===== src/rtl/elog_pkg.sv =====
package elog_pkg;
  localparam int HDR_BYTES = 2;

  typedef enum logic [2:0] {
    ST_REC,
    ST_FINISH,
    ST_WAIT_T,
    ST_COPY,
    ST_DONE
  } elog_state_t;
endpackage


===== src/rtl/elog_ring_ram.sv =====
module elog_ring_ram #(
  parameter int WORDS = 30,
  parameter int AW    = 5
) (
  input  logic          clk,
  input  logic          we,
  input  logic [AW-1:0] waddr,
  input  logic [7:0]    wdata,
  input  logic [AW-1:0] raddr,
  output logic [7:0]    rdata
);
  logic [7:0] mem [WORDS];

  always_ff @(posedge clk) begin
    if (we) mem[waddr] <= wdata;
    rdata <= mem[raddr];
  end
endmodule


===== src/rtl/elog_temp_gate.sv =====
module elog_temp_gate #(
  parameter int TEMP_W = 8,
  parameter int HOT_C  = 130,
  parameter int COOL_C = 125
) (
  input  logic              clk,
  input  logic              rst,
  input  logic [TEMP_W-1:0] temp,
  output logic              hot
);
  localparam logic [TEMP_W-1:0] HOT_T  = TEMP_W'(HOT_C);
  localparam logic [TEMP_W-1:0] COOL_T = TEMP_W'(COOL_C);

  always_ff @(posedge clk) begin
    if (rst)                hot <= 1'b0;
    else if (temp > HOT_T)  hot <= 1'b1;
    else if (temp < COOL_T) hot <= 1'b0;
  end
endmodule


===== src/rtl/elog_addr_map.sv =====
module elog_addr_map #(
  parameter int N_INPUTS = 4,
  parameter int DEPTH    = 6,
  parameter int ADDR_W   = 6,
  parameter int PTR_W    = 3,
  parameter int RAM_AW   = 5
) (
  input  logic [ADDR_W-1:0] byte_addr,
  input  logic [PTR_W-1:0]  wr_ptr,
  output logic              hdr_sel,
  output logic              hdr_hi,
  output logic              oob,
  output logic [RAM_AW-1:0] ram_addr
);
  import elog_pkg::*;
  localparam int REC       = N_INPUTS + 1;
  localparam int LOG_BYTES = HDR_BYTES + DEPTH * REC;

  always_comb begin
    int off, r, b, phys;
    hdr_sel  = 1'b0;
    hdr_hi   = 1'b0;
    oob      = 1'b0;
    ram_addr = '0;
    off = 0; r = 0; b = 0; phys = 0;
    if (int'(byte_addr) >= LOG_BYTES) begin
      oob = 1'b1;
    end else if (int'(byte_addr) < HDR_BYTES) begin
      hdr_sel = 1'b1;
      hdr_hi  = byte_addr[0];
    end else begin
      off  = int'(byte_addr) - HDR_BYTES;
      r    = off / REC;
      b    = off % REC;
      // newest complete record sits just behind the write pointer
      phys = (int'(wr_ptr) + DEPTH - 1 - r) % DEPTH;
      ram_addr = RAM_AW'(phys * REC + b);
    end
  end
endmodule


===== src/rtl/event_log_recorder.sv =====
module event_log_recorder
  import elog_pkg::*;
#(
  parameter int N_INPUTS  = 4,
  parameter int DEPTH     = 6,
  parameter int TEMP_W    = 8,
  parameter int HOT_C     = 130,
  parameter int COOL_C    = 125,
  localparam int REC_BYTES = N_INPUTS + 1,
  localparam int RAM_WORDS = DEPTH * REC_BYTES,
  localparam int LOG_BYTES = HDR_BYTES + RAM_WORDS,
  localparam int IDX_W     = $clog2(REC_BYTES),
  localparam int ADDR_W    = $clog2(LOG_BYTES) + 1,
  localparam int CNT_W     = $clog2(LOG_BYTES + 1)
) (
  input  logic              clk,
  input  logic              rst,
  input  logic              boot_log_found,
  input  logic              boot_mem_fault,
  input  logic              smp_valid,
  input  logic [IDX_W-1:0]  smp_idx,
  input  logic [7:0]        smp_data,
  input  logic              fault_trig,
  input  logic [TEMP_W-1:0] die_temp,
  input  logic              clr_faults,
  input  logic              clr_log,
  output logic              nv_valid,
  output logic [ADDR_W-1:0] nv_addr,
  output logic [7:0]        nv_data,
  input  logic              nv_ready,
  output logic              nv_done,
  input  logic [ADDR_W-1:0] rd_addr,
  output logic [7:0]        rd_data,
  output logic [CNT_W-1:0]  log_count,
  output logic              ring_frozen,
  output logic              valid_log,
  output logic              partial_log
);
  localparam int RAM_AW = $clog2(RAM_WORDS);
  localparam int PTR_W  = $clog2(DEPTH);
  localparam int FILL_W = $clog2(DEPTH + 1);
  localparam logic [IDX_W-1:0] LAST_IDX = IDX_W'(N_INPUTS);

  elog_state_t       st;
  logic [IDX_W-1:0]  nxt_idx, hdr_idx;
  logic [PTR_W-1:0]  wr_ptr;
  logic [FILL_W-1:0] fill;
  logic              block_a, block_b;
  logic [ADDR_W-1:0] cpy_ptr;
  logic              cpy_fetch;
  logic              hot;

  logic              smp_last, recording, ram_we, log_en, accept_trig;
  logic [RAM_AW-1:0] waddr, raddr;
  logic [ADDR_W-1:0] map_addr;
  logic              m_hdr, m_hi, m_oob;
  logic              hdr_q, hi_q, oob_q;
  logic [7:0]        ram_q, byte_out;

  assign smp_last    = smp_valid && (smp_idx == LAST_IDX);
  assign recording   = (st == ST_REC) || (st == ST_FINISH);
  assign ram_we      = smp_valid && recording;
  assign waddr       = RAM_AW'(int'(wr_ptr) * REC_BYTES + int'(smp_idx));
  assign log_en      = !block_a && !block_b;
  assign accept_trig = fault_trig && (st == ST_REC) && log_en;
  assign map_addr    = (st == ST_DONE) ? rd_addr : cpy_ptr;

  elog_temp_gate #(.TEMP_W(TEMP_W), .HOT_C(HOT_C), .COOL_C(COOL_C)) u_temp (
    .clk(clk), .rst(rst), .temp(die_temp), .hot(hot)
  );

  elog_addr_map #(
    .N_INPUTS(N_INPUTS), .DEPTH(DEPTH), .ADDR_W(ADDR_W),
    .PTR_W(PTR_W), .RAM_AW(RAM_AW)
  ) u_map (
    .byte_addr(map_addr), .wr_ptr(wr_ptr),
    .hdr_sel(m_hdr), .hdr_hi(m_hi), .oob(m_oob), .ram_addr(raddr)
  );

  elog_ring_ram #(.WORDS(RAM_WORDS), .AW(RAM_AW)) u_ram (
    .clk(clk), .we(ram_we), .waddr(waddr), .wdata(smp_data),
    .raddr(raddr), .rdata(ram_q)
  );

  // byte source select, aligned with the registered RAM read
  always_ff @(posedge clk) begin
    if (rst) begin
      hdr_q <= 1'b0;
      hi_q  <= 1'b0;
      oob_q <= 1'b1;
    end else begin
      hdr_q <= m_hdr;
      hi_q  <= m_hi;
      oob_q <= m_oob;
    end
  end

  always_comb begin
    if (oob_q)      byte_out = 8'h00;
    else if (hdr_q) byte_out = hi_q ? 8'(fill) : 8'(hdr_idx);
    else            byte_out = ram_q;
  end

  always_ff @(posedge clk) begin
    if (rst) begin
      st        <= ST_REC;
      nxt_idx   <= '0;
      hdr_idx   <= '0;
      wr_ptr    <= '0;
      fill      <= '0;
      block_a   <= boot_log_found;
      block_b   <= boot_log_found && boot_mem_fault;
      cpy_ptr   <= '0;
      cpy_fetch <= 1'b1;
    end else begin
      if (clr_faults) block_a <= 1'b0;
      if (clr_log)    block_b <= 1'b0;

      if (ram_we) begin
        nxt_idx <= smp_last ? '0 : smp_idx + 1'b1;
        if (smp_last) begin
          wr_ptr <= (wr_ptr == PTR_W'(DEPTH - 1)) ? '0 : wr_ptr + 1'b1;
          if (fill != FILL_W'(DEPTH)) fill <= fill + 1'b1;
        end
      end

      unique case (st)
        ST_REC: if (accept_trig) begin
          hdr_idx <= nxt_idx;
          st      <= smp_last ? ST_WAIT_T : ST_FINISH;
        end
        ST_FINISH: if (smp_last) st <= ST_WAIT_T;
        ST_WAIT_T: if (!hot) begin
          st        <= ST_COPY;
          cpy_ptr   <= '0;
          cpy_fetch <= 1'b1;
        end
        ST_COPY: begin
          if (cpy_fetch) begin
            cpy_fetch <= 1'b0;
          end else if (nv_ready) begin
            if (cpy_ptr == ADDR_W'(LOG_BYTES - 1)) begin
              st <= ST_DONE;
            end else begin
              cpy_ptr   <= cpy_ptr + 1'b1;
              cpy_fetch <= 1'b1;
            end
          end
        end
        ST_DONE: if (clr_faults) begin
          st   <= ST_REC;
          fill <= '0;
        end
        default: st <= ST_REC;
      endcase
    end
  end

  assign nv_valid    = (st == ST_COPY) && !cpy_fetch;
  assign nv_addr     = cpy_ptr;
  assign nv_data     = byte_out;
  assign nv_done     = (st == ST_DONE);
  assign rd_data     = byte_out;
  assign log_count   = (st == ST_DONE) ? CNT_W'(LOG_BYTES) : '0;
  assign ring_frozen = (st == ST_WAIT_T) || (st == ST_COPY) || (st == ST_DONE);
  assign valid_log   = block_a;
  assign partial_log = block_b;
endmodule


===== config.mk =====
export PLATFORM = sky130hd
export DESIGN_NAME = event_log_recorder
export DESIGN_NICKNAME = d
export VERILOG_FILES = /design/src/rtl/elog_pkg.sv /design/src/rtl/elog_ring_ram.sv /design/src/rtl/elog_temp_gate.sv /design/src/rtl/elog_addr_map.sv /design/src/rtl/event_log_recorder.sv
export SDC_FILE = /design/constraint.sdc
export NUM_CORES = 1
export LEC_CHECK = 0
export BUFFER_PORTS_ARGS = -buffer_cell sky130_fd_sc_hd__buf_2
export CAP_MARGIN = 10
export CORE_MARGIN = 5
export CORE_UTILIZATION = 55
export CTS_BUF_LIST = sky130_fd_sc_hd__clkbuf_2 sky130_fd_sc_hd__clkbuf_4 sky130_fd_sc_hd__clkbuf_8
export CTS_CLUSTER_DIAMETER = 80
export DETAILED_ROUTE_END_ITERATION = 10
export PLACE_DENSITY = 0.82
export SLEW_MARGIN = 20
export SYNTH_ARGS = -nofsm -noshare
export SYNTH_HDL_FRONTEND = slang
export SYNTH_SLANG_ARGS = --single-unit

===== constraint.sdc =====
create_clock -name clk -period 17.9 [get_ports clk]
set_input_delay 2.685 -clock clk [delete_from_list [all_inputs] [get_ports clk]]
set_output_delay 2.685 -clock clk [all_outputs]
set_load 0.005 [all_outputs]

=== After elaboration in Yosys (flattened, before gate mapping) ===
Memory sizes are Yosys's and may differ from the RTL's. A register that Yosys moved wholly into a read port is not among the register bits.
Cells that the tools add are included.
Widths: inputs -> output; s select.

* Order comparisons: 4
* Bitwise logic cells: 1
* Eq/ne operators: 16
* Multiplexer cells: 43
* Divide/modulo/power cells: 3
* $mul: 2
* Shift-type cells: 0
* Add/subtract/negate cells: 10
* Reductions and logical operators: 25

{| class="wikitable"
|+ Operators with widths
! cell !! number
|-
| $mod 32x4->32 const B || 2
|-
| $mux 3 || 15
|-
| $mux 6 || 6
|-
| $div 32x4->32 const B || 1
|-
| $mul 32x4->5 const B || 1
|-
| $sub 32x2->32 const B || 1
|-
| $sub 32x32->32 || 1
|-
| $mux 8 || 2
|-
| $ne 2x2->1 const B || 8
|-
| $pmux 3 s5 || 1
|-
| $mux 1 || 14
|-
| $pmux 6 s2 || 1
|-
| $mux 5 || 2
|-
| $add 3x1->3 const B || 3
|-
| $eq 3x3->1 const B || 3
|-
| $gt 8x8->1 const B || 1
|-
| $lt 8x7->1 const B || 1
|-
| $reduce_bool 2->1 || 4
|-
| $logic_and 1x1->1 || 7
|-
| $reduce_and 7->1 || 1
|-
| $sub 6x2->7 const B || 1
|-
| $add 6x1->6 const B || 1
|-
| $eq 3x2->1 const B || 2
|-
| $eq 6x5->1 const B || 1
|-
| 18 further kinds || 24
|}

* Latch bits: 0
* Memories kept: 1
* Input port bits: 34
* Flip-flop bits (word level): 28
* ROM bits: 0
* RAM bits: 240
* Output and inout bits: 33
* Logic and storage cells: 118

{| class="wikitable"
|+ Memories
! memory !! depth !! width !! read ports !! clocked after memory_dff !! write ports !! line !! RTL
|-
| u_ram.mem || 30 || 8 || 1 || 1 || 1 || elog_ring_ram.sv:12 || <nowiki>logic [7:0] mem [WORDS];</nowiki>
|}

=== Logic depth before layout (Yosys ltp) ===
Gate-level depths: netlist (run 1).

* Depth after elaboration: 10
* Depth in mapped cells: 58
* Gate-level depth less buffers: 53

=== Hierarchy ===
From an unflattened synthesis (run 1), not the netlist that was laid out.

* Cell total of the unflattened synthesis: 1068
* Area, all modules: 13751.9 µm²

{| class="wikitable"
|+ Modules (own cells, without submodules)
! module !! instances !! sequential area each (µm²) !! cells each !! area each (µm²)
|-
| elog_ring_ram || 1 || 7367.1 || 530 || 9795.6
|-
| elog_addr_map || 1 || 0.0 || 318 || 2130.8
|-
| event_log_recorder || 1 || 560.5 || 212 || 1761.7
|-
| elog_temp_gate || 1 || 20.0 || 8 || 63.8
|}

=== Worst setup path before layout (run 1) ===
Ideal clock, no wire load.

* Path kind: input-to-reg
* From: input rd_addr[1]
* To: register u_ram.rdata[4], read port of u_ram.mem
* Stages: 52
* Path slack: 4.451 ns
* Path buffers: 4
* Data arrival time: 13.328 ns
* Setup time: 0.121 ns
* Required time: 17.779 ns
* Cells stage by stage: mux2i_1 > ha_1 > clkbuf_1 > o21bai_1 > a211oi_1 > a21oi_1 > and2_0 > clkbuf_1 > o21ai_0 > a221oi_1 > ha_1 > nor2_1 > a21oi_1 > o31ai_1 > a22oi_1 > xnor2_1 > ha_1 > nand2b_1 > [... 16 more ...] > ha_1 > a211o_1 > a21oi_1 > a221oi_4 > o31ai_1 > xnor2_1 > ha_1 > inv_1 > fa_1 > inv_1 > ha_1 > xnor2_1 > and3_1 > clkbuf_1 > a311oi_1 > a311oi_1 > a31oi_1 > mux2_4

* Word-level cells in the longest chain between the ends: 9
* Elaborated cells on any way between the ends: 12
* Classes of those cells: add/sub: 3; mul: 1; div: 3; order compare: 2; mux: 3

{| class="wikitable"
|+ Ends and longest elaborated chain
! element !! line !! RTL
|-
| start, declared || event_log_recorder.sv:32 || <nowiki>input logic [ADDR_W-1:0] rd_addr,</nowiki>
|-
| $mux 6 * || event_log_recorder.sv:66 || <nowiki>assign map_addr = (st == ST_DONE) ? rd_addr : cpy_ptr;</nowiki>
|-
| $sub 6x2->7 || elog_addr_map.sv:32 || <nowiki>off = int'(byte_addr) - HDR_BYTES;</nowiki>
|-
| $div 32x4->32 || elog_addr_map.sv:33 || <nowiki>r = off / REC;</nowiki>
|-
| $sub 32x32->32 || elog_addr_map.sv:36 || <nowiki>phys = (int'(wr_ptr) + DEPTH - 1 - r) % DEPTH;</nowiki>
|-
| $mod 32x4->32 || elog_addr_map.sv:36 ||
|-
| $mul 32x4->5 || elog_addr_map.sv:37 || <nowiki>ram_addr = RAM_AW'(phys * REC + b);</nowiki>
|-
| $add 5x5->5 || elog_addr_map.sv:37 ||
|-
| $mux 5 || elog_addr_map.sv:28 || <nowiki>end else if (int'(byte_addr) < HDR_BYTES) begin</nowiki>
|-
| $mux 5 * || elog_addr_map.sv:26 || <nowiki>if (int'(byte_addr) >= LOG_BYTES) begin</nowiki>
|-
| end, declared || elog_ring_ram.sv:10 || <nowiki>output logic [7:0] rdata</nowiki>
|}

Every way passes the cells marked *; elsewhere a longest branch is shown, timed or not.
A chain may end at the register's enable or synchronous reset.

=== Worst setup path after layout (run 1) ===
* From: input rd_addr[3]
* To: register u_ram.rdata[3], read port of u_ram.mem

Same word-level chain as after synthesis.

==> summary.md, run 1 <==
| Metric | Value |
|---|---|
| Outcome | finished clean |
| Die H | 167 um |
| Io pins | 67 |
| Layout cells sized above 1 | 13.1% |
| Drt first-iter violations | 1,279 |
| Post-synthesis sequential element count | 276 |
| # H-tree levels | 2 |
| Hold Crit Class | flop to flop |
| Startpoint Class | primary input |
| DRC errors left | 0 |
| Post-CTS Resized | 0 |
| Cts hold-fix bufs | 0 |
| Fin area | 0.0149 mm^2 |
| Post-Synth Simple-Gate Area | 17.4% |
| Leakage power | 5.47 nW |
| Post-synth top area cell | edfxtp_1 |
| Worst path slowest cell | and3_1 |
| Final hold slack | 500 ps |
| Post-synthesis cell count | 1,251 |
| Setup TNS Final | 0 ps |
| Synth Area in Adders | 4.07% |
| Die X | 167 um |
| Multiplexer area fraction after synthesis | 2.32% |
| Final #Nets | 1,368 |
| Synth-to-Final Area Change | 9.43% |
| CP max stage delay | 730 ps |
| Fmax | 0.0652 GHz |
| Crit end category | flop |
| Ant. Diodes | 0 |
| Routed Antenna Nets | 0 |
| Syn avg cell area | 10.9 um^2 |
| Skew final | 18.2 ps |
| CTS tree | done |
| Synth Area in XOR/XNOR | 2.23% |
| Clock period minus worst slack | 15,340 ps |
| Sequential cell area fraction in the yosys report | 58.4% |
| Worst Tran Pin Value | 1010 ps |
| Crit path max fanout | 23 |
| Layout fillers | 1,922 |
| Crit path arrival time | 15,760 ps |
| Post-detail-place hpwl | 22,300 um |
| Vias in the first global route | 9,902 |
| RePlAce Congestion | 0.890 |
| Fin. max-slew vios | 0 |
| Synth area leaders | edfxtp_1 (53%), nand2_1 (6.8%), dfxtp_1 (5.0%) |
| Initial Util | 56.0% |
| Num CTS Buffers | 41 |
| DRT Pass-1 Iters | 6 |
| PD cells | 115 mW/mm^2 |
| Most frequent cells in the layout | nand2_1 (245), edfxtp_1 (242), nor2_1 (85) |
| Total grt overflow | 0 |
| Required time of the critical path | 18,320 ps |
| Synth Area in Compound Gates | 12.1% |
| RSZ-0062 raised after global routing | no |
| Later-pin clock latency in the skew report | 540 ps |
| Yosys cell types | 80 |
| Commonest non-fill, non-tap cell in the layout | nand2_1 |
| Port Buffers | 61 |
| Postcts setup bufs | 0 |
| Clock sinks | 276 |
| Crit Path Class | primary input to flop |
| Slew HR | 32.4% |
| Core area | 0.0243 mm^2 |
| Yosys top cell area share | 53.4% |
| Period utilization | 85.7% |
| First-pass GRT wire length | 53,300 um |
| CTS clock-pin slew for the worst setup and hold paths | 70 ps |
| Post-Syn Area | 0.0136 mm^2 |
| Warnings, synthesis | 0 |
| FFs w/ async S/R, synth | 0% |
| # setup viols final | 0 |
| Routed len/inst | 20.5 um |
| Initial antenna violation count | 0 |
| Most Frequent Cell on Critical Path | ha_1 |
| Area post-placement | 0.0141 mm^2 |
| Bufs on Longest Clock Path | 3 |
| Vias after detailed routing | 10,304 |
| Largest net degree at the start of global routing | 52 |
| Post-synth EDFFs | 242 |
| Die area | 0.0280 mm^2 |
| Primary FF master, synth | edfxtp_1 |
| Cell Rows | 57 |
| Hold Fails Final Rpt | 0 |
| Max_cap viols | 0 |
| Detailed-route wire length | 33,800 um |
| DR vias/cell | 6.26 |
| IR Drop Worst-Case VDD | 138 uV |
| Largest family of logic cells by synthesized area | simple AND/OR/NAND/NOR gates |
| Root Driver | clkbuf_8 |
| Total GRT Usage | 23.6% |
| Tot Pwr | 0.00171 W |
-- area by class of cell --
| class | count | area (um^2) | area share [%] |
|---|---|---|---|
| Tap cell | 324 | 405 | 2.72 |
| Clock buffer | 66 | 771 | 5.17 |
| Multi-Input combinational cell | 874 | 5270 | 35.4 |
| Clock inverter | 6 | 25.0 | 0.168 |
| Inverter | 31 | 116 | 0.781 |
| Timing Repair Buffer | 69 | 365 | 2.45 |
| Sequential cell | 276 | 7950 | 53.3 |
-- cell usage after synthesis (7+ instances only) --
cell type and count:
nand4_1 13, a21oi_1 50, a221oi_1 8, or3_1 8, nand2_1 245, xnor2_1 21
nor3_1 23, dfxtp_1 34, a311oi_1 20, nand2b_1 17, nand3_1 76, buf_4 15
nor2_1 88, a31oi_1 22, o22ai_1 20, and3_1 14, mux2i_1 22, a211oi_1 11
xor2_1 10, clkbuf_1 52, or2_2 8, o211ai_1 7, and2_1 14, edfxtp_1 242
a21o_1 10, ha_1 37, o21ai_0 39, inv_1 30
-- final timing paths --
kind | startpoint | endpoint | slack [ps] | cells after the start
setup / recovery | rd_addr[3] | u_ram.rdata[3] | 2560 | 48
hold reg to reg | u_temp.hot | u_temp.hot | 500 | 2
hold / removal | u_temp.hot | u_temp.hot | 500 | 2
setup reg to reg | st[2] | u_ram.rdata[3] | 3550 | 50
-- flip-flops by register name, summed over array words and instances, names as in the netlist --
| name | flops |
|---|---|
| nv_addr | 6 |
| hdr_q | 1 |
| st | 3 |
| oob_q | 1 |
| wr_ptr | 3 |
| hi_q | 1 |
| partial_log | 1 |
| fill | 3 |
| valid_log | 1 |
| nxt_idx | 3 |
| u_ram.rdata | 8 |
| cpy_fetch | 1 |
| u_temp.hot | 1 |
| u_ram.mem | 240 |
| hdr_idx | 3 |
-- metrics by stage --
step	utilization [%]	setup WS, ps	cells
final	61.3	2560	1646
after detailed placement	58.0	2200	1574
after global placement	57.9	2710	1574
after global routing	61.3	1460	1646
after CTS	61.3	2700	1646
after floorplan	-	4450	1255
-- worst max-delay path: cells and delay by family --
family / cells / cell delay, ps
buffers and inverters: 5 / 820
multiplexers: 1 / 280
XOR/XNOR: 3 / 950
AO/OA/AOI/OAI: 19 / 4650
adder cells (fa/ha/maj): 8 / 2590
AND/OR/NAND/NOR: 12 / 3770
-- cells by family (layout without fill, tap and decap cells) --
| group | after synthesis | after routing |
|---|---|---|
| flops | 276 | 276 |
| buf+inv | 105 | 172 |
| compound gates | 239 | 239 |
| fa+ha+maj | 42 | 42 |
| simple gates | 526 | 526 |
| other cells | 1 | 5 |
| mux | 29 | 29 |
| xor+xnor | 33 | 33 |
-- layer usage --
| layer | vias up | wire length, um | GRT usage, % |
|---|---|---|---|
| met3 | 126 | 2940 | 3.98 |
| li1 | 4672 | - | - |
| met2 | 593 | 16300 | 39.1 |
| met4 | 0 | 1410 | 9.46 |
| met5 | - | 0 | 0 |
| met1 | 4913 | 13100 | 31.2 |
-- where the power goes --
| part | switching [W] | leakage (nW) | total, W | internal (W) |
|---|---|---|---|---|
| clock network | 0.000226 | 0.432 | 0.000497 | 0.000271 |
| registers | 0.00000571 | 2.46 | 0.000715 | 0.000709 |
| logic | 0.000330 | 2.57 | 0.000499 | 0.000169 |
| total | 0.000561 | 5.47 | 0.00171 | 0.00115 |
Power figures use the tool's default switching activity.
==> inputs of run 2 (changes only) <==
Settings changed: GPL_TIMING_DRIVEN from default to 0.
==> run 2 against run 1 <==
Global-route usage increased by 0.66 points. Register-to-register slack worse by 620 ps. First-iteration DRC count decreased by 1.7%. Clock power is essentially flat. Design area is 1.6% higher. Via count grew 2.0%. Worst hold slack better by 15 ps. Sequential share of layout area decreased by 0.84 points. Clock-buffer cell count decreased by 4. Wire length increased by 3.1%. Critical path type unchanged.
==> summary.md, run 2 (same netlist as run 1, synthesis figures left out) <==
| Metric | Value |
|---|---|
| Die area | 0.0280 mm^2 (unchanged) |
| PD cells | 115 mW/mm^2 (about the same) |
| Footprint of the multi-input gates | 0.00523 mm^2 (was 0.00527 mm^2) |
| Startpoint Class | primary input (unchanged) |
| DRC errors left | 0 (unchanged) |
| Die X | 167 um (unchanged) |
| Io pins | 67 (unchanged) |
| CP max stage delay | 710 ps (was 730 ps) |
| Clock period minus worst slack | 15,990 ps (was 15,340 ps) |
| Die H | 167 um (unchanged) |
| IR Drop Worst-Case VDD | 88.2 uV (was 138 uV) |
| Cell Rows | 57 (unchanged) |
| Post-CTS Resized | 0 (unchanged) |
| Layout fillers | 1,869 (was 1,922) |
| Worst Tran Pin Value | 1040 ps (was 1010 ps) |
| Max reg flops | 240 (unchanged) |
| Sequential fraction of design power | 40.9% (was 41.8%) |
| First-pass GRT wire length | 54,300 um (was 53,300 um) |
| Total grt overflow | 0 (unchanged) |
| Top routing layer in use | met4 (unchanged) |
| Core area | 0.0243 mm^2 (unchanged) |
| Sequential cell area | 0.00795 mm^2 (unchanged) |
| # setup viols final | 0 (unchanged) |
| Vias in the first global route | 10,223 (was 9,902) |
| Outcome | finished clean (unchanged) |
| Internal | 0.00115 W (about the same) |
| Routed Antenna Nets | 0 (unchanged) |
| Skew final | 18.6 ps (was 18.2 ps) |
| Final #Nets | 1,434 (was 1,368) |
| Clock sinks | 276 (unchanged) |
| Clock Power Share | 28.4% (was 29.1%) |
| Routed len/inst | 20.3 um (was 20.5 um) |
| # H-tree levels | 2 (unchanged) |
| Cts hold-fix bufs | 0 (unchanged) |
| Max_cap viols | 0 (unchanged) |
| Worst path slowest cell | xnor2_1 (was and3_1) |
| Crit path arrival time | 16,370 ps (was 15,760 ps) |
| RePlAce Congestion | 0.970 (was 0.890) |
| Drt first-iter violations | 1,257 (was 1,279) |
| DR WL met2 | 16,500 um (was 16,300 um) |
| Commonest non-fill, non-tap cell in the layout | nand2_1 (unchanged) |
| Port Buffers | 61 (unchanged) |
| Worst setup margin | 1910 ps (was 2560 ps) |
| Most frequent cells in the layout | nand2_1 (245), edfxtp_1 (242), nor2_1 (88) (was nand2_1 (245), edfxtp_1 (242), nor2_1 (85)) |
| Ant. Diodes | 0 (unchanged) |
| Bufs on Longest Clock Path | 3 (unchanged) |
| Post-Route M1 WL | 13,600 um (was 13,100 um) |
| Postcts setup bufs | 0 (unchanged) |
| Leakage power | 5.57 nW (was 5.47 nW) |
| Net Sw Power | 0.000597 W (was 0.000561 W) |
| Synth-to-Final Area Change | 11.2% (was 9.43%) |
| Routed wl met3 | 3390 um (was 2940 um) |
| Logic pwr share | 30.7% (was 29.1%) |
| Vias after detailed routing | 10,512 (was 10,304) |
| Most Frequent Cell on Critical Path | ha_1 (unchanged) |
| Total GRT Usage | 24.2% (was 23.6%) |
| DR vias/cell | 6.14 (was 6.26) |
| Layout cells sized above 1 | 12.8% (was 13.1%) |
| Crit Path Class | primary input to flop (unchanged) |
| Crit end category | flop (unchanged) |
| DRT Pass-1 Iters | 6 (unchanged) |
| Fmax | 0.0626 GHz (was 0.0652 GHz) |
| Fin. max-slew vios | 0 (unchanged) |
| Initial antenna violation count | 0 (unchanged) |
| Hold Fails Final Rpt | 0 (unchanged) |
| Later-pin clock latency in the skew report | 550 ps (was 540 ps) |
| RSZ-0062 raised after global routing | no (unchanged) |
| Post-detail-place hpwl | 24,600 um (was 22,300 um) |
| Num CTS Buffers | 41 (unchanged) |
| Dpl ws | 1680 ps (was 2200 ps) |
| Switch share | 34.2% (was 32.8%) |
| Largest net degree at the start of global routing | 31 (was 52) |
| CTS tree | done (unchanged) |
| Root Driver | clkbuf_8 (unchanged) |
| Hold Crit Class | flop to flop (unchanged) |
| CTS clock-pin slew for the worst setup and hold paths | 60 ps (was 70 ps) |
| Setup TNS Final | 0 ps (unchanged) |
| Required time of the critical path | 18,290 ps (was 18,320 ps) |
| Detailed-route wire length | 34,800 um (was 33,800 um) |
| Crit path max fanout | 10 (was 23) |
| Period utilization | 89.3% (was 85.7%) |
| Initial Util | 56.0% (unchanged) |
| Slew HR | 30.3% (was 32.4%) |
| Reg with most FFs | u_ram.mem (unchanged) |
-- run 2: cell types whose count changed in the layout (fill, tap and decap cells not counted), moves of 2 or more --
cell	change
buf_6	+2
clkinv_1	+2
nor2_1	+3
clkbuf_4	-4
buf_4	+7
nor2_4	-2
clkbuf_1	+52
buf_1	+3
-- run 2: layout make-up --
| cell class | instances | area share, % |
|---|---|---|
| Buffer | 74 | 2.32 |
| Clock buffer | 62 | 4.89 |
| Clock inverter | 10 | 0.306 |
| Inverter | 31 | 0.769 |
| Multi-Input combinational cell | 874 | 34.5 |
| Sequential cell | 276 | 52.5 |
| Tap cell | 324 | 2.68 |
| Timing Repair Buffer | 61 | 2.02 |
-- run 2: critical path: cells and delay by family --
family	cells	cell delay, ps
AND/OR/NAND/NOR	10	1900
AO/OA/AOI/OAI	21	5330
multiplexers	2	420
buffers and inverters	8	2010
XOR/XNOR	3	1100
adder cells (fa/ha/maj)	9	2920
-- run 2: power groups by stage --
stage          logic (W)  clock network, W  registers [W]
3_3_place_gp    0.000508                 0       0.000726
3_5_place_dp    0.000519                 0       0.000726
5_1_grt         0.000581          0.000530       0.000713
6_report        0.000536          0.000495       0.000713
2_1_floorplan   0.000360                 0       0.000725
4_1_cts         0.000523          0.000497       0.000713
-- run 2: final timing paths --
kind | from | endpoint | slack, ps | cells past startpoint
worst max register to register | st[2] | u_ram.rdata[0] | 2930 | 55
worst min register to register | nxt_idx[2] | hdr_idx[2] | 510 | 2
worst min-delay path | nxt_idx[2] | hdr_idx[2] | 510 | 2
worst max-delay path | rd_addr[1] | u_ram.rdata[0] | 1910 | 53
-- run 2: metal layers --
layer | vias up | GRT usage (%)
met3 | 105 | 4.50
met2 | 564 | 40.5
met4 | 0 | 8.79
li1 | 4819 | -
met1 | 5024 | 32.0
met5 | - | 0
-- run 2: stage by stage --
stage                     hold slack (ps)  power [W]  area [um^2]  utilization, %  cells
final                                 515    0.00174        15100            62.3   1712
after global routing                  546    0.00182        15100            62.3   1712
after CTS                             511    0.00173        15100            62.3   1712
after detailed placement              498    0.00125        14400            59.0   1640
after global placement                477    0.00123        14300            59.0   1640
after floorplan                       460    0.00109        13600               -   1255
==> inputs of run 3 (changes only) <==
Settings changed: SETUP_SLACK_MARGIN from default to 0.2, SKIP_LAST_GASP from default to 1, SYNTH_HIERARCHICAL from default to 1.
==> run 3 against run 2 <==
Combinational power rose by 140%. Register-to-register slack improved by 150 ps. Cell count fell by 11%. Sequential cell count did not move. Clock power fell by 4%. Clock-buffer cell count fell by 6. Design area rose by 0.66%.
==> summary.md, run 3 <==
| Metric | Value |
|---|---|
| Outcome | finished clean (unchanged) |
| Most common cell in the synthesized netlist | edfxtp_1 (was nand2_1) |
| Post-synth EDFFs | 242 (unchanged) |
| Layout cells sized above 1 | 19.5% (was 12.8%) |
| Post-synthesis cell count | 1,068 (was 1,251) |
| Synth-to-Final Area Change | 10.8% (was 11.2%) |
| Multiplexer area fraction after synthesis | 10.1% (was 2.32%) |
| Core area | 0.0245 mm^2 (was 0.0243 mm^2) |
| Initial Util | 56.2% (was 56.0%) |
| Die H | 168 um (was 167 um) |
| Cell Rows | 57 (unchanged) |
| DRT Pass-1 Iters | 6 (unchanged) |
| Slew HR | 30.9% (was 30.3%) |
| CTS tree | done (unchanged) |
| Hold Fails Final Rpt | 0 (unchanged) |
| Reg with most FFs | u_ram/mem (was u_ram.mem) |
| CP max stage delay | 600 ps (was 710 ps) |
| Crit path arrival time | 16,350 ps (was 16,370 ps) |
| Tot Pwr | 0.00252 W (was 0.00174 W) |
| First-pass GRT wire length | 49,200 um (was 54,300 um) |
| Port Buffers | 61 (unchanged) |
| Top cells by count, synth | edfxtp_1 (242), nor2_1 (95), nand2_1 (88) (was nand2_1 (245), edfxtp_1 (242), nor2_1 (88)) |
| Required time of the critical path | 18,390 ps (was 18,290 ps) |
| CTS clock-pin slew for the worst setup and hold paths | 60 ps (about the same) |
| Yosys cell types | 87 (was 80) |
| # H-tree levels | 2 (unchanged) |
| Final #Nets | 1,253 (was 1,434) |
| Hold_sp | nxt_idx[2] (unchanged) |
| Post-synth top area cell | edfxtp_1 (unchanged) |
| Hold Crit Class | flop to flop (unchanged) |
| Synth area leaders | edfxtp_1 (53%), dfxtp_1 (4.9%), mux4_2 (4.6%) (was edfxtp_1 (53%), nand2_1 (6.8%), dfxtp_1 (5.0%)) |
| Critical Path Start | rd_addr[1] (unchanged) |
| Crit Path Class | primary input to flop (unchanged) |
| Postcts setup bufs | 0 (unchanged) |
| Later-pin clock latency in the skew report | 550 ps (about the same) |
| Max reg flops | 240 (unchanged) |
| Vias in the first global route | 8,967 (was 10,223) |
| Synth Area in Adders | 4.28% (was 4.07%) |
| Max_cap viols | 0 (unchanged) |
| Clock period minus worst slack | 15,860 ps (was 15,990 ps) |
| Crit path max fanout | 11 (was 10) |
| Drt first-iter violations | 1,265 (was 1,257) |
| Largest family of logic cells by synthesized area | simple AND/OR/NAND/NOR gates (unchanged) |
| Routed len/inst | 20.9 um (was 20.3 um) |
| Crit end category | flop (unchanged) |
| Reg2reg path depth | 61 (was 55) |
| Cts hold-fix bufs | 0 (unchanged) |
| Io pins | 67 (unchanged) |
| Post-CTS Resized | 0 (unchanged) |
| Worst path slowest cell | a2111oi_0 (was xnor2_1) |
| Total GRT Usage | 22.2% (was 24.2%) |
| Sequential cell area fraction in the yosys report | 57.8% (was 58.4%) |
| Synth Area in XOR/XNOR | 1.85% (was 2.23%) |
| Synth Area in Compound Gates | 9.42% (was 12.1%) |
| Hold depth | 2 (unchanged) |
| Post-Syn Area | 0.0138 mm^2 (was 0.0136 mm^2) |
| Fin. max-slew vios | 0 (unchanged) |
| Die area | 0.0283 mm^2 (was 0.0280 mm^2) |
| Post-synthesis sequential element count | 276 (unchanged) |
| Most frequent cells in the layout | edfxtp_1 (242), nor2_1 (95), nand2_1 (88) (was nand2_1 (245), edfxtp_1 (242), nor2_1 (88)) |
| Syn avg cell area | 12.9 um^2 (was 10.9 um^2) |
| Bufs on Longest Clock Path | 3 (unchanged) |
| Routed Antenna Nets | 0 (unchanged) |
| IR Drop Worst-Case VDD | 423 uV (was 88.2 uV) |
| # setup viols final | 0 (unchanged) |
| Num CTS Buffers | 41 (unchanged) |
| Most Frequent Cell on Critical Path | ha_1 (unchanged) |
| Clock sinks | 276 (unchanged) |
| Post-Synth Simple-Gate Area | 12.8% (was 17.4%) |
| Total grt overflow | 0 (unchanged) |
| Worst Tran Pin Value | 1030 ps (was 1040 ps) |
| Root Driver | clkbuf_8 (unchanged) |
| DRC errors left | 0 (unchanged) |
| Setup TNS Final | 0 ps (unchanged) |
| RSZ-0062 raised after global routing | no (unchanged) |
| Startpoint Class | primary input (unchanged) |
| Crit Reg-Reg Startpoint | st[0] (was st[2]) |
| RePlAce Congestion | 0.921 (was 0.970) |
| Initial antenna violation count | 1 (was 0) |
| Skew final | 27.9 ps (was 18.6 ps) |
| Primary FF master, synth | edfxtp_1 (unchanged) |
| Yosys top cell area share | 52.8% (was 53.4%) |
| Commonest non-fill, non-tap cell in the layout | edfxtp_1 (was nand2_1) |
| Period utilization | 88.6% (was 89.3%) |
| Warnings, synthesis | 6 (was 0) |
| Post-detail-place hpwl | 22,100 um (was 24,600 um) |
| Ant. Diodes | 0 (unchanged) |
| Largest net degree at the start of global routing | 31 (unchanged) |
| Detailed-route wire length | 32,000 um (was 34,800 um) |
| Fmax | 0.0630 GHz (was 0.0626 GHz) |
| DR vias/cell | 6.18 (was 6.14) |
| Die X | 168 um (was 167 um) |
| PD cells | 165 mW/mm^2 (was 115 mW/mm^2) |
| Leakage power | 5.36 nW (was 5.57 nW) |
| Vias after detailed routing | 9,440 (was 10,512) |
| FFs w/ async S/R, synth | 0% (unchanged) |
[run 3: cell count changes after synthesis, sizes merged, moves of 14 or more]
cell,before,now
nand3,76,22
mux2i,23,52
mux4,0,29
nor2b,1,28
clkbuf,53,18
a211oi,11,28
buf,21,41
nand2,245,89
a31oi,22,6
a21oi,51,37
a311oi,20,1
[run 3: worst max-delay path: cells and delay by family]
kind	cells	cell delay [ps]
XOR/XNOR	7	1210
AO/OA/AOI/OAI	17	4290
adder cells (fa/ha/maj)	9	3110
buffers and inverters	7	1160
multiplexers	1	100
AND/OR/NAND/NOR	17	3770
[run 3: cell families (layout without fill, tap and decap cells)]
| group | after synthesis | count (layout) |
|---|---|---|
| compound gates | 185 | 185 |
| xor+xnor | 29 | 29 |
| fa+ha+maj | 45 | 45 |
| buf+inv | 86 | 217 |
| flops | 276 | 276 |
| mux | 99 | 99 |
| other cells | 1 | 5 |
| simple gates | 347 | 347 |
[run 3: final timing paths]
path,end,slack [ps]
setup / recovery,u_ram/rdata[1],2040
hold / removal,hdr_idx[2],500
setup reg to reg,u_ram/rdata[1],3080
hold reg to reg,hdr_idx[2],500
[run 3: metrics by stage]
step                hold WS (ps)  util, %  setup WS [ps]  instances  cell area (um^2)
detailed placement           481     59.2           1770       1457             14500
global route                 527     62.3           1100       1527             15200
global placement             480     59.2           1950       1457             14500
finish                       498     62.3           2040       1527             15200
floorplan                    460        -           3880       1072             13800
CTS                          498     62.3           2280       1527             15200
[run 3: area by class of cell]
class / count / area, um^2
Inverter: 27 / 101
Clock buffer: 56 / 683
Sequential cell: 276 / 7950
Fill cell: 1792 / 9220
Timing Repair Buffer: 61 / 305
Buffer: 59 / 412
Clock inverter: 14 / 80.1
Multi-Input combinational cell: 710 / 5310
Tap cell: 324 / 405
[run 3: power by group]
group | leakage (nW) | switching, W | internal (W)
clock network | 0.409 | 0.000228 | 0.000249
logic | 2.49 | 0.000731 | 0.000583
registers | 2.46 | 0.00000648 | 0.000719
total | 5.36 | 0.000966 | 0.00155
[run 3: per-layer routing]
layer  track usage [%]  share of wire (%)  vias up
met4              7.09                2.8        2
met3              5.58                 10       91
met5                 0              0.041        -
li1                  -                  -     4273
met2              36.1                 47      557
met1              29.5                 39     4517
